## src/rtl/snapshot_seq_pkg.sv

```systemverilog
package snapshot_seq_pkg;

  localparam logic [15:0] ACTIVE_BASE = 16'h0100;
  localparam logic [15:0] SCRIPT_BASE = 16'h0A00;
  localparam logic [15:0] STATUS_ADDR = 16'h0B00;
  localparam logic [15:0] ERROR_ADDR  = 16'h0B01;
  localparam logic [15:0] ENABLE_ADDR = 16'h0B02;
  localparam logic [15:0] CMD_ADDR    = 16'h0B03;

  localparam logic [7:0] OP_END    = 8'hFF;
  localparam logic [7:0] OP_PSEUDO = 8'hFE;
  localparam logic [7:0] OP_UPDATE = 8'h80;

  typedef enum logic [1:0] {
    SRC_SCRIPT,
    SRC_REG,
    SRC_SUM
  } srcSel_e;

  typedef struct packed {
    logic    startStore;
    logic    startRestore;
    logic    memWrite;
    logic    memRead;
    srcSel_e wrSel;
    logic    scriptAdv;
    logic    latchCnt;
    logic    latchHi;
    logic    latchLo;
    logic    grpStep;
    logic    stageWrite;
    logic    applyUpdate;
    logic    markAppend;
    logic    clrAppend;
    logic    setErr;
    logic    checkSum;
  } strobe_t;

  typedef struct packed {
    logic [7:0] curByte;
    logic       cntZero;
    logic       memFull;
    logic       cmdStore;
    logic       cmdRestore;
    logic       storeEn;
  } status_t;

  typedef enum logic [3:0] {
    ST_IDLE,
    ST_S_OP,
    ST_S_HI,
    ST_S_LO,
    ST_S_DAT,
    ST_S_SUM,
    ST_R_OP,
    ST_R_HI,
    ST_R_LO,
    ST_R_DAT,
    ST_R_SUM
  } state_e;

endpackage

```

## src/rtl/snapshot_seq_dp.sv

```systemverilog
module snapshot_seq_dp
  import snapshot_seq_pkg::*;
#(
  parameter int REG_DEPTH    = 64,
  parameter int SCRIPT_DEPTH = 32,
  parameter int STORE_DEPTH  = 128
) (
  input  logic        clk,
  input  logic        rstN,
  input  logic [15:0] regAddr,
  input  logic        regWrEn,
  input  logic [7:0]  regWrData,
  output logic [7:0]  regRdData,
  input  logic        busy,
  input  strobe_t     strb,
  output status_t     stat,
  output logic        dataError
);

  localparam int RA_W = $clog2(REG_DEPTH);
  localparam int SA_W = $clog2(SCRIPT_DEPTH);
  localparam int SP_W = SA_W + 1;
  localparam int MP_W = $clog2(STORE_DEPTH) + 1;
  localparam logic [15:0]     REG_SIZE16 = 16'(REG_DEPTH);
  localparam logic [15:0]     SCR_SIZE16 = 16'(SCRIPT_DEPTH);
  localparam logic [SP_W-1:0] SCR_LIMIT  = SP_W'(SCRIPT_DEPTH);
  localparam logic [MP_W-1:0] MEM_LIMIT  = MP_W'(STORE_DEPTH);

  logic [REG_DEPTH-1:0][7:0]    stagedQ;
  logic [REG_DEPTH-1:0][7:0]    activeQ;
  logic [SCRIPT_DEPTH-1:0][7:0] scriptQ;
  logic [7:0]                   storeMem [STORE_DEPTH];

  logic            enableQ, errQ, appendQ, dirStoreQ;
  logic [SP_W-1:0] scriptPtr;
  logic [MP_W-1:0] memPtr;
  logic [7:0]      sumQ;
  logic [15:0]     grpAddr;
  logic [6:0]      grpCnt;

  // host address decode
  logic [15:0]     scrOff, actOff;
  logic            inStaged, inScript, inActive, hostWr;
  logic [RA_W-1:0] regIdx, actIdx, grpIdx;
  logic [SA_W-1:0] scrIdx;

  assign hostWr   = regWrEn && !busy;
  assign scrOff   = regAddr - SCRIPT_BASE;
  assign actOff   = regAddr - ACTIVE_BASE;
  assign inStaged = regAddr < REG_SIZE16;
  assign inScript = (regAddr >= SCRIPT_BASE) && (scrOff < SCR_SIZE16);
  assign inActive = (regAddr >= ACTIVE_BASE) && (actOff < REG_SIZE16);
  assign regIdx   = regAddr[RA_W-1:0];
  assign actIdx   = actOff[RA_W-1:0];
  assign scrIdx   = scrOff[SA_W-1:0];

  // sequencer-side byte sources
  logic [7:0] scriptByte, memByte, grpRegByte, wrByte;
  logic       memFull, grpInRange;

  assign scriptByte = (scriptPtr < SCR_LIMIT) ? scriptQ[scriptPtr[SP_W-2:0]] : OP_END;
  assign memFull    = (memPtr == MEM_LIMIT);
  assign memByte    = storeMem[memPtr[MP_W-2:0]];
  assign grpInRange = grpAddr < REG_SIZE16;
  assign grpIdx     = grpAddr[RA_W-1:0];
  assign grpRegByte = grpInRange ? stagedQ[grpIdx] : 8'h00;

  always_comb begin
    case (strb.wrSel)
      SRC_REG: wrByte = grpRegByte;
      SRC_SUM: wrByte = sumQ;
      default: wrByte = scriptByte;
    endcase
  end

  assign stat.curByte    = dirStoreQ ? scriptByte : memByte;
  assign stat.cntZero    = (grpCnt == 7'd0);
  assign stat.memFull    = memFull;
  assign stat.cmdStore   = regWrEn && !busy && (regAddr == CMD_ADDR) && regWrData[0];
  assign stat.cmdRestore = regWrEn && !busy && (regAddr == CMD_ADDR) && regWrData[1];
  assign stat.storeEn    = enableQ;
  assign dataError       = errQ;

  always_comb begin
    regRdData = 8'h00;
    if (inStaged)                    regRdData = stagedQ[regIdx];
    else if (inActive)               regRdData = activeQ[actIdx];
    else if (inScript)               regRdData = scriptQ[scrIdx];
    else if (regAddr == STATUS_ADDR) regRdData = {7'd0, busy};
    else if (regAddr == ERROR_ADDR)  regRdData = {7'd0, errQ};
    else if (regAddr == ENABLE_ADDR) regRdData = {7'd0, enableQ};
  end

  // the modelled non-volatile array is not cleared by reset
  always_ff @(posedge clk) begin
    if (strb.memWrite && !memFull) storeMem[memPtr[MP_W-2:0]] <= wrByte;
  end

  always_ff @(posedge clk or negedge rstN) begin
    if (!rstN) begin
      stagedQ   <= '0;
      activeQ   <= '0;
      scriptQ   <= '0;
      enableQ   <= 1'b0;
      errQ      <= 1'b0;
      appendQ   <= 1'b0;
      dirStoreQ <= 1'b0;
      scriptPtr <= '0;
      memPtr    <= '0;
      sumQ      <= '0;
      grpAddr   <= '0;
      grpCnt    <= '0;
    end else begin
      if (hostWr && inStaged) stagedQ[regIdx] <= regWrData;
      if (hostWr && inScript) scriptQ[scrIdx] <= regWrData;
      if (hostWr && regAddr == ENABLE_ADDR) enableQ <= regWrData[0];

      if (strb.startStore) begin
        dirStoreQ <= 1'b1;
        scriptPtr <= '0;
        errQ      <= 1'b0;
        if (!appendQ) begin
          memPtr <= '0;
          sumQ   <= '0;
        end
      end
      if (strb.startRestore) begin
        dirStoreQ <= 1'b0;
        scriptPtr <= '0;
        errQ      <= 1'b0;
        memPtr    <= '0;
        sumQ      <= '0;
        appendQ   <= 1'b0;
      end

      if (strb.scriptAdv && scriptPtr != SCR_LIMIT) scriptPtr <= scriptPtr + 1'b1;
      if (strb.memWrite) begin
        memPtr <= memPtr + 1'b1;
        sumQ   <= sumQ + wrByte;
      end
      if (strb.memRead) begin
        memPtr <= memPtr + 1'b1;
        sumQ   <= sumQ + memByte;
      end

      if (strb.latchCnt) grpCnt <= stat.curByte[6:0];
      if (strb.latchHi)  grpAddr[15:8] <= stat.curByte;
      if (strb.latchLo)  grpAddr[7:0]  <= stat.curByte;
      if (strb.grpStep) begin
        grpAddr <= grpAddr + 16'd1;
        if (!stat.cntZero) grpCnt <= grpCnt - 7'd1;
      end

      if (strb.stageWrite && grpInRange) stagedQ[grpIdx] <= memByte;
      if (strb.applyUpdate) activeQ <= stagedQ;

      if (strb.markAppend) appendQ <= 1'b1;
      if (strb.clrAppend)  appendQ <= 1'b0;
      if (strb.setErr) begin
        errQ    <= 1'b1;
        appendQ <= 1'b0;
      end
      if (strb.checkSum && memByte != sumQ) errQ <= 1'b1;
    end
  end

  // the sequencer never pushes the store pointer past the array end
  a_r9_ptr_bound: assert property (@(posedge clk) disable iff (!rstN)
    memPtr <= MEM_LIMIT);

  // active registers only move on an update strobe
  a_r7_active_hold: assert property (@(posedge clk) disable iff (!rstN)
    !strb.applyUpdate |=> $stable(activeQ));

  // a starting pass clears the error flag
  a_r6_err_cleared: assert property (@(posedge clk) disable iff (!rstN)
    (strb.startStore || strb.startRestore) |=> !dataError);

  // script buffer cannot be written during a pass
  a_r10_script_locked: assert property (@(posedge clk) disable iff (!rstN)
    (busy && regWrEn) |=> $stable(scriptQ));

endmodule

```

## src/rtl/snapshot_seq_ctrl.sv

```systemverilog
module snapshot_seq_ctrl
  import snapshot_seq_pkg::*;
(
  input  logic    clk,
  input  logic    rstN,
  input  status_t stat,
  output strobe_t strb,
  output logic    busy
);

  state_e stateQ, stateD;
  logic   isDesc;

  assign busy   = (stateQ != ST_IDLE);
  assign isDesc = !stat.curByte[7];

  always_comb begin
    strb       = '0;
    strb.wrSel = SRC_SCRIPT;
    stateD     = stateQ;
    if (stateQ != ST_IDLE && stat.memFull) begin
      strb.setErr = 1'b1;
      stateD      = ST_IDLE;
    end else begin
      case (stateQ)
        ST_IDLE: begin
          if (stat.cmdStore && stat.storeEn) begin
            strb.startStore = 1'b1;
            stateD          = ST_S_OP;
          end else if (stat.cmdRestore) begin
            strb.startRestore = 1'b1;
            stateD            = ST_R_OP;
          end
        end
        ST_S_OP: begin
          strb.memWrite = 1'b1;
          if (isDesc) begin
            strb.latchCnt  = 1'b1;
            strb.scriptAdv = 1'b1;
            stateD         = ST_S_HI;
          end else if (stat.curByte == OP_END) begin
            strb.scriptAdv = 1'b1;
            strb.clrAppend = 1'b1;
            stateD         = ST_S_SUM;
          end else if (stat.curByte == OP_PSEUDO) begin
            strb.markAppend = 1'b1;
            stateD          = ST_IDLE;
          end else begin
            strb.scriptAdv = 1'b1;
          end
        end
        ST_S_HI: begin
          strb.memWrite  = 1'b1;
          strb.latchHi   = 1'b1;
          strb.scriptAdv = 1'b1;
          stateD         = ST_S_LO;
        end
        ST_S_LO: begin
          strb.memWrite  = 1'b1;
          strb.latchLo   = 1'b1;
          strb.scriptAdv = 1'b1;
          stateD         = ST_S_DAT;
        end
        ST_S_DAT: begin
          strb.memWrite = 1'b1;
          strb.wrSel    = SRC_REG;
          strb.grpStep  = 1'b1;
          if (stat.cntZero) stateD = ST_S_OP;
        end
        ST_S_SUM: begin
          strb.memWrite = 1'b1;
          strb.wrSel    = SRC_SUM;
          stateD        = ST_IDLE;
        end
        ST_R_OP: begin
          strb.memRead = 1'b1;
          if (isDesc) begin
            strb.latchCnt = 1'b1;
            stateD        = ST_R_HI;
          end else if (stat.curByte == OP_END) begin
            stateD = ST_R_SUM;
          end else if (stat.curByte == OP_UPDATE) begin
            strb.applyUpdate = 1'b1;
          end
        end
        ST_R_HI: begin
          strb.memRead = 1'b1;
          strb.latchHi = 1'b1;
          stateD       = ST_R_LO;
        end
        ST_R_LO: begin
          strb.memRead = 1'b1;
          strb.latchLo = 1'b1;
          stateD       = ST_R_DAT;
        end
        ST_R_DAT: begin
          strb.memRead    = 1'b1;
          strb.stageWrite = 1'b1;
          strb.grpStep    = 1'b1;
          if (stat.cntZero) stateD = ST_R_OP;
        end
        ST_R_SUM: begin
          strb.checkSum = 1'b1;
          stateD        = ST_IDLE;
        end
        default: stateD = ST_IDLE;
      endcase
    end
  end

  always_ff @(posedge clk or negedge rstN) begin
    if (!rstN) stateQ <= ST_IDLE;
    else       stateQ <= stateD;
  end

  // a store request without the enable leaves the sequencer idle
  a_r3_store_gated: assert property (@(posedge clk) disable iff (!rstN)
    (!busy && stat.cmdStore && !stat.storeEn && !stat.cmdRestore) |=> !busy);

  // running out of storage ends the pass in the next cycle
  a_r9_full_ends: assert property (@(posedge clk) disable iff (!rstN)
    (busy && stat.memFull) |=> !busy);

  // after the checksum slot the store pass is over
  a_r5_sum_ends: assert property (@(posedge clk) disable iff (!rstN)
    (stateQ == ST_S_SUM) |=> !busy);

endmodule

```

## src/rtl/snapshot_seq.sv

```systemverilog
module snapshot_seq
  import snapshot_seq_pkg::*;
#(
  parameter int REG_DEPTH    = 64,
  parameter int SCRIPT_DEPTH = 32,
  parameter int STORE_DEPTH  = 128
) (
  input  logic        clk,
  input  logic        rstN,
  input  logic [15:0] regAddr,
  input  logic        regWrEn,
  input  logic [7:0]  regWrData,
  output logic [7:0]  regRdData,
  output logic        busy,
  output logic        dataError
);

  strobe_t strb;
  status_t stat;

  snapshot_seq_ctrl ctrl_i (
    .clk  (clk),
    .rstN (rstN),
    .stat (stat),
    .strb (strb),
    .busy (busy)
  );

  snapshot_seq_dp #(
    .REG_DEPTH    (REG_DEPTH),
    .SCRIPT_DEPTH (SCRIPT_DEPTH),
    .STORE_DEPTH  (STORE_DEPTH)
  ) dp_i (
    .clk       (clk),
    .rstN      (rstN),
    .regAddr   (regAddr),
    .regWrEn   (regWrEn),
    .regWrData (regWrData),
    .regRdData (regRdData),
    .busy      (busy),
    .strb      (strb),
    .stat      (stat),
    .dataError (dataError)
  );

endmodule

```

## config.mk

```make
export PLATFORM = sky130hd
export DESIGN_NAME = snapshot_seq
export DESIGN_NICKNAME = d
export VERILOG_FILES = /design/src/rtl/snapshot_seq_pkg.sv /design/src/rtl/snapshot_seq_dp.sv /design/src/rtl/snapshot_seq_ctrl.sv /design/src/rtl/snapshot_seq.sv
export SDC_FILE = /design/constraint.sdc
export NUM_CORES = 2
export LEC_CHECK = 0
export BUFFER_PORTS_ARGS = -buffer_cell sky130_fd_sc_hd__buf_2
export CAP_MARGIN = 30
export CORE_ASPECT_RATIO = 0.8
export CORE_UTILIZATION = 41
export DETAILED_ROUTE_END_ITERATION = 6
export PLACE_DENSITY_LB_ADDON = 0.2
export SLEW_MARGIN = 30
export SYNTH_ARGS = -nofsm -noshare
export SYNTH_HDL_FRONTEND = slang
export SYNTH_SLANG_ARGS = --single-unit
```

## constraint.sdc

```tcl
create_clock -name clk -period 27.9 [get_ports clk]
set_clock_uncertainty 0.1 [all_clocks]
set_input_delay 0 -clock clk [delete_from_list [all_inputs] [get_ports clk]]
set_output_delay 0 -clock clk [all_outputs]
set_load 0.02 [all_outputs]
```

After elaboration in Yosys (flattened, before gate mapping)
Memories as Yosys holds them, arrays and structs flattened.
Index checks and enable logic that the tools add are counted.
{ "op_classes": {"add_sub_neg": 8, "n_lt_le_gt_ge": 15, "n_eq_ne": 28, "n_mux": 100, "n_reduce_logical": 39} }
{ "op_table": {"columns": ["operator", "count"], "rows": [
  ["$bwmux W512", 2],
  ["$mux W512", 2],
  ["$bwmux W256", 1],
  ["$mux W8", 25],
  ["$bmux W8 S6", 3],
  ["$demux W8 S6", 2],
  ["$bmux W8 S5", 2],
  ["$eq A16 B12 Y1 const B", 4],
  ["$lt A16 B7 Y1 const B", 3],
  ["$demux W8 S5", 1],
  ["$mux W4", 10],
  ["$mux W1", 37],
  ["$pmux W4 S9", 1],
  ["$eq A8 B8 Y1 const B", 4],
  ["$lt A6 B7 Y1 const B", 3],
  ["$mux W7", 3],
  ["$logic_and A1 B1 Y1", 18],
  ["$mux W6", 3],
  ["$add A16 B1 Y16 const B", 1],
  ["$add A8 B8 Y8", 2],
  ["$eq A4 B3 Y1 const B", 4],
  ["$ge A16 B12 Y1 const B", 1],
  ["$ge A16 B9 Y1 const B", 1],
  ["$lt A16 B6 Y1 const B", 1],
  ["other kinds (38)", 56]
]} }
{ "totals": {"regBits": 1333, "mem_bits_rw": 1024, "input_bits": 27, "output_inout_bits": 10, "mem_count": 1} }
{ "memory_table": {"columns": ["memory", "words", "width", "rd", "rd_clocked_by_memory_dff", "wr", "line", "rtl"], "rows": [
  ["dp_i.storeMem", 128, 8, 1, 0, 1, "snapshot_seq_dp.sv:32", "logic [7:0] storeMem [STORE_DEPTH];"]
]} }

Longest topological paths before layout
{ "depth": {"depth_word": 15, "depth_mapped": 29} }

By module
From an unflattened synthesis, not the netlist that was laid out.
{ "hier_totals": {"hier_cells": 7892, "area_unflattened_um2": 113060.9} }
{ "by_module_without_submodules": {"columns": ["mod", "instances", "cells_each", "area_each_um2"], "rows": [
  ["snapshot_seq_dp", 1, 7795, 112386.5],
  ["snapshot_seq_ctrl", 1, 97, 674.4]
]} }

Worst setup path before layout
No wires, ideal clock.
{ "synth_path": {"path_type": "register to register", "from": "reg dp_i.memPtr[1]", "to": "reg dp_i.sumQ[7]", "arrival_ns": 9.799, "t_required_ns": 27.659, "slack_ns": 17.860, "stages_incl_launch_ff": 24, "n_path_buf": 8, "period_less_slack_ns": 10.040, "path_cell_list": "dfrtp_1 > buf_6 > buf_6 > inv_2 > clkbuf_1 > clkbuf_1 > clkbuf_1 > ha_1 > nand2_1 > or3_1 > clkbuf_1 > nand3_1 > or2_2 > ha_1 > clkbuf_1 > clkbuf_1 > o21ai_0 > ha_1 > inv_1 > o21bai_1 > a21oi_1 > xnor2_1 > xnor2_1 > o221ai_1"} }
{ "synth_via": {"elab_chain_cells": 8} }
{ "synth_lines": {"columns": ["item", "line", "rtl"], "rows": [
  ["from (decl)", "snapshot_seq_dp.sv:36", "logic [MP_W-1:0] memPtr;"],
  ["from (signal assigned)", "snapshot_seq_dp.sv:138", "memPtr <= memPtr + 1'b1;"],
  ["from (signal assigned)", "snapshot_seq_dp.sv:142", "memPtr <= memPtr + 1'b1;"],
  ["$eq A8 B8 Y1 (*)", "snapshot_seq_dp.sv:62", "assign memFull = (memPtr == MEM_LIMIT);"],
  ["$logic_and A1 B1 Y1 (*)", "snapshot_seq_ctrl.sv:21", "if (stateQ != ST_IDLE && stat.memFull) begin"],
  ["$mux W15 (*)", "snapshot_seq_ctrl.sv:21", null],
  ["$eq A2 B2 Y1 / $eq A2 B1 Y1 (equally long branches)", "snapshot_seq_dp.sv:69", "case (strb.wrSel)"],
  ["$pmux W8 S2 (*)", "snapshot_seq_dp.sv:69", null],
  ["via dp_i.wrByte[5]", "snapshot_seq_dp.sv:58", "logic [7:0] scriptByte, memByte, grpRegByte, wrByte;"],
  ["$add A8 B8 Y8 (*)", "snapshot_seq_dp.sv:139", "sumQ <= sumQ + wrByte;"],
  ["$mux W8 (*)", "snapshot_seq_dp.sv:137", "if (strb.memWrite) begin"],
  ["$mux W8 (*)", "snapshot_seq_dp.sv:141", "if (strb.memRead) begin"],
  ["to (signal assigned)", "snapshot_seq_dp.sv:139", null],
  ["to (signal assigned)", "snapshot_seq_dp.sv:143", "sumQ <= sumQ + memByte;"],
  ["to (decl)", "snapshot_seq_dp.sv:37", "logic [7:0] sumQ;"]
]} }
Mark *: on every way through the listed nets, which the timed path passes. The rest lies on a longest branch.
A chain may end at the register's enable or synchronous reset.

Worst setup path after layout
{ "layout_path": {"from": "reg dp_i.memPtr[2]", "to": "reg dp_i.activeQ[135] (netlist name)"} }
{ "layout_via": {"elab_chain_cells": 8} }
{ "layout_lines": {"columns": ["item", "line", "rtl"], "rows": [
  ["$mem_v2 Z128 W8", null, null],
  ["$mux W8", "snapshot_seq_dp.sv:76", "assign stat.curByte = dirStoreQ ? scriptByte : memByte;"],
  ["$eq A8 B8 Y1", "snapshot_seq_ctrl.sv:82", "end else if (stat.curByte == OP_UPDATE) begin"],
  ["$mux W1", "snapshot_seq_ctrl.sv:82", null],
  ["$mux W1", "snapshot_seq_ctrl.sv:80", "end else if (stat.curByte == OP_END) begin"],
  ["$mux W1", "snapshot_seq_ctrl.sv:77", "if (isDesc) begin"],
  ["$mux W1", "snapshot_seq_ctrl.sv:25", "case (stateQ)"],
  ["$mux W15 (*)", "snapshot_seq_ctrl.sv:21", null],
  ["to (signal assigned)", "snapshot_seq_dp.sv:155", "if (strb.applyUpdate) activeQ <= stagedQ;"],
  ["to (decl)", "snapshot_seq_dp.sv:30", "logic [REG_DEPTH-1:0][7:0] activeQ;"]
]} }
Every way passes the cells marked *; elsewhere a longest branch is shown, timed or not.

==> impl_metrics.prom <==
# TYPE chip_impl_metric gauge
chip_impl_metric{name="timing.final.ws_setup",unit="ns"} 18.73
chip_impl_metric{name="via_count",unit=""} 79109
chip_impl_metric{name="switching_share",unit="%"} 39.31
chip_impl_info{name="unrepaired_setup_endpoints_after_global_routing",value="false"} 1
chip_impl_metric{name="cts_repair_resize_count",unit=""} 0
chip_impl_info{name="crit_path_start_kind",value="flop"} 1
chip_impl_metric{name="post_route_cells_drive_above_1_share",unit="%"} 28.53
chip_impl_metric{name="floorplan.rows",unit=""} 173
chip_impl_metric{name="postSynth.asyncResetShare",unit="%"} 56.55
chip_impl_metric{name="gp_routability_congestion",unit=""} 0.9107
chip_impl_metric{name="die_h",unit="um"} 476.6
chip_impl_metric{name="clock.fmax",unit="MHz"} 109.1
chip_impl_metric{name="share_comb_of_total_power",unit="%"} 34.1
chip_impl_metric{name="drv_cap",unit=""} 0
chip_impl_metric{name="count_of_pins_over_their_slew_limit",unit=""} 0
chip_impl_metric{name="area.sequential",unit="um2"} 64130
chip_impl_metric{name="route.antenna.remaining_nets",unit=""} 0
chip_impl_metric{name="global_route.usage.total",unit="%"} 28.89
chip_impl_metric{name="place.port_buffers",unit=""} 36
chip_impl_metric{name="post_cts_setup_buffer_count",unit=""} 0
chip_impl_metric{name="overflow",unit=""} 0
chip_impl_metric{name="top_level_pins",unit=""} 37
chip_impl_metric{name="synth-edff-count",unit=""} 1024
chip_impl_metric{name="power-per-cell-area",unit="nW/um2"} 88.58
chip_impl_info{name="cts_tree",value="built"} 1
chip_impl_metric{name="placeableCoreArea",unit="um2"} 278800
chip_impl_metric{name="clkTransAtPathRegs",unit="ns"} 0.06
chip_impl_metric{name="layout_min_cycle_time",unit="ns"} 9.166
chip_impl_metric{name="post_drt_via_cell_ratio",unit=""} 6.523
chip_impl_metric{name="via_count_of_the_first_global_routing_pass",unit=""} 76539
chip_impl_metric{name="worst_skew_pair.late_latency",unit="ns"} 0.98
chip_impl_metric{name="total_power",unit="uW"} 11290
chip_impl_info{name="synth_area_leaders",value="dfrtp_1 (29%), edfxtp_1 (27%), mux4_2 (8.6%)"} 1
chip_impl_metric{name="synth.top_cell.area_share",unit="%"} 28.90
chip_impl_metric{name="finalNetCount",unit=""} 8303
chip_impl_info{name="hold_path.class",value="input port to flop"} 1
chip_impl_metric{name="pin_count_of_the_biggest_net_entering_global_routing",unit=""} 176
chip_impl_metric{name="p_sw",unit="uW"} 4438
chip_impl_metric{name="tritoncts.num_buffers",unit=""} 240
chip_impl_metric{name="netlist_instances",unit=""} 8392
chip_impl_metric{name="preCtsSetupSlack",unit="ns"} 18.76
chip_impl_metric{name="routed_wire_length_per_instance",unit="um"} 34.32
chip_impl_metric{name="cts.htree.levels",unit=""} 4
chip_impl_metric{name="finalSetupViolations",unit=""} 0
chip_impl_metric{name="worstMarginPinSlew",unit="ns"} 1.103
chip_impl_metric{name="detailedRoute.firstPassIterationCount",unit=""} 6
chip_impl_info{name="post-synth-top-area-cell",value="dfrtp_1"} 1
chip_impl_metric{name="maxSlewHeadroom",unit="%"} 26.40
chip_impl_metric{name="initial_core_util",unit="%"} 41.40
chip_impl_metric{name="synthesis.area_per_instance",unit="um2"} 13.75
chip_impl_metric{name="ys_types",unit=""} 92
chip_impl_metric{name="drt_first_iter_violations",unit=""} 9922
chip_impl_metric{name="dpl-instance-area",unit="um2"} 119200
chip_impl_metric{name="die-area",unit="um2"} 283600
chip_impl_metric{name="synthesis.yosys.warnings",unit=""} 0
chip_impl_metric{name="cts_hold_buffers",unit=""} 14
chip_impl_metric{name="dpl.cell_count",unit=""} 11666
chip_impl_metric{name="max-clock-path-buffers",unit=""} 4
chip_impl_metric{name="power_frac_clock",unit="%"} 29.2
chip_impl_info{name="ys.flop_type",value="dfrtp_1"} 1
chip_impl_metric{name="syn-num-nets",unit=""} 8444
chip_impl_metric{name="syn_area",unit="um2"} 115400
chip_impl_metric{name="ys_ff_latch",unit=""} 2357
chip_impl_metric{name="fin_cells",unit=""} 12128
chip_impl_metric{name="cp_max_fo",unit=""} 54
chip_impl_metric{name="area_growth",unit="%"} 10.42
chip_impl_metric{name="finalWirelength",unit="um"} 416300
chip_impl_metric{name="finalHoldViolCount",unit=""} 0
chip_impl_metric{name="vdd_drop_max",unit="uV"} 144.0
chip_impl_metric{name="internal_power",unit="uW"} 6851
chip_impl_metric{name="die_w",unit="um"} 595.2
chip_impl_metric{name="antenna_violations_before_repair",unit=""} 19
chip_impl_info{name="root_buffer",value="clkbuf_16"} 1
chip_impl_metric{name="finish.instance_area",unit="um2"} 127400
chip_impl_info{name="worst_setup_path_end_kind",value="flop"} 1
chip_impl_info{name="status",value="completed"} 1
chip_impl_metric{name="sequentialPowerShare",unit="%"} 36.7
chip_impl_info{name="criticalPathCategory",value="flop to flop"} 1
chip_impl_metric{name="yosysSeqAreaShare",unit="%"} 55.54
chip_impl_metric{name="fillers",unit=""} 24504
chip_impl_metric{name="worst_ep_arrival_time",unit="ns"} 9.85
chip_impl_metric{name="place_hpwl",unit="um"} 264300
chip_impl_metric{name="multiInputGateArea",unit="um2"} 47910
chip_impl_metric{name="drcViolationCount",unit=""} 0
chip_impl_metric{name="finalCritPeriodShare",unit="%"} 32.85
chip_impl_metric{name="tritoncts_num_sinks",unit=""} 2357
chip_impl_metric{name="setup_tns",unit="ns"} 0
chip_impl_metric{name="leakage_power",unit="uW"} 0.04871
chip_impl_metric{name="global_route_wire_length_before_repair",unit="um"} 597600
chip_impl_metric{name="cp_data_required_time",unit="ns"} 28.59
## state kept, by name (all words and copies together), names as in the netlist
signal	flops
dp_i.enableQ	1
dp_i.activeQ	512
dp_i.memPtr	8
dp_i.sumQ	8
dp_i.scriptQ	256
dp_i.dataError	1
dp_i.grpAddr	16
dp_i.storeMem	1024
dp_i.scriptPtr	6
ctrl_i.stateQ	4
dp_i.stagedQ	512
dp_i.grpCnt	7
dp_i.appendQ	1
dp_i.dirStoreQ	1
## cell usage in the layout (no fill, tap or decap), types with 24 or more instances in the layout
cell type,instances
mux2_4,480
mux2i_1,389
clkbuf_1,61
nor3_2,42
inv_1,43
a221oi_1,177
nor3_1,46
nand2_1,429
o22ai_1,61
nor2_2,53
a21oi_1,477
nor2_1,542
nor2b_1,48
a22o_1,75
mux2_2,600
a221o_1,39
a22oi_1,349
buf_4,274
o211ai_1,31
edfxtp_1,1024
o21ai_0,346
dfrtp_1,1326
clkinv_2,43
clkbuf_8,42
nand3_1,83
mux4_2,441
nand4_1,58
nand2b_1,32
a31oi_1,35
o221ai_1,24
clkbuf_16,241
## final timing paths
path	startpoint	to	cells after the start	slack, ns
min reg2reg	dp_i.activeQ[56]	dp_i.activeQ[56]	1	0.40
min	regWrData[5]	dp_i.stagedQ[509]	4	0.07
min in group asynchronous	rstN	dp_i.memPtr[5]	4	0.38
max reg2reg	dp_i.memPtr[2]	dp_i.activeQ[135]	16	18.73
max in group asynchronous	rstN	dp_i.stagedQ[497]	8	23.71
max	dp_i.memPtr[2]	dp_i.activeQ[135]	16	18.73
## logic make-up (layout without fill, tap and decap cells)
kind of cell    count (synthesis)  in the layout  synth area share, %
flops                        2357           2357                55.54
mux                          1916           1916                24.14
compound gates               1810           1810                10.46
simple gates                 1492           1492                5.870
buf+inv                       772            827                3.556
fa+ha+maj                      25             25               0.2840
xor+xnor                       20             20               0.1518
other cells                     0              6                    0
## Yosys cell counts, types with 76 or more instances
library cell,instances
mux4_2,441
buf_1,81
mux2_2,600
nor2_1,599
buf_2,109
edfxtp_1,1024
mux2i_1,390
nand3_1,84
clkbuf_1,443
a221oi_1,177
a22oi_1,349
nand2_1,432
nor3_1,76
mux2_4,480
a21oi_1,482
dfrtp_1,1333
o21ai_0,347
## per-layer routing
| metal | track usage (%) | up-vias | wire [um] |
|---|---|---|---|
| li1 | - | 32113 | - |
| met1 | 41.61 | 41403 | 174100 |
| met2 | 41.73 | 4682 | 178700 |
| met3 | 7.144 | 889 | 44200 |
| met4 | 11.61 | 22 | 19060 |
| met5 | 0 | - | 165 |
## metrics by stage
step	hold slack, ns	utilization, %
global route	0.08464	45.71
detailed placement	0.01447	42.77
global placement	0.006801	42.69
CTS	0.02537	45.61
finish	0.07497	45.71
floorplan	-0.3956	-
## area by class of cell
| class | count | share of cell area, % |
|---|---|---|
| Tap cell | 3675 | 3.608 |
| Inverter | 50 | 0.1492 |
| Antenna cell | 6 | 0.01178 |
| Sequential cell | 2357 | 50.32 |
| Clock inverter | 94 | 0.7452 |
| Clock buffer | 344 | 5.366 |
| Timing Repair Buffer | 339 | 2.206 |
| Multi-Input combinational cell | 5263 | 37.59 |
## power by group through the flow
stage | sequential (uW) | clock, uW | combinational (uW)
6_report | 4140 | 3290 | 3850
5_1_grt | 4160 | 3450 | 3950
4_1_cts | 4140 | 3320 | 3740
3_5_place_dp | 4210 | 0 | 3730
3_3_place_gp | 4210 | 0 | 3700
2_1_floorplan | 4170 | 0 | 2090
## critical path, cell delays in order (launching register included)
cell and delay (ns):
dfrtp_4 0.66, buf_4 0.65, buf_4 0.70, inv_4 0.40, buf_4 0.38, a221o_1 0.36
a221oi_1 0.42, nor3_1 0.14, o311a_1 0.45, nor4_4 0.32, buf_4 0.76, mux2_1 0.34
nand3_1 0.09, and4bb_4 0.96, buf_6 0.64, buf_4 0.83, mux2_2 0.42
(Power assumes the default switching activity.)
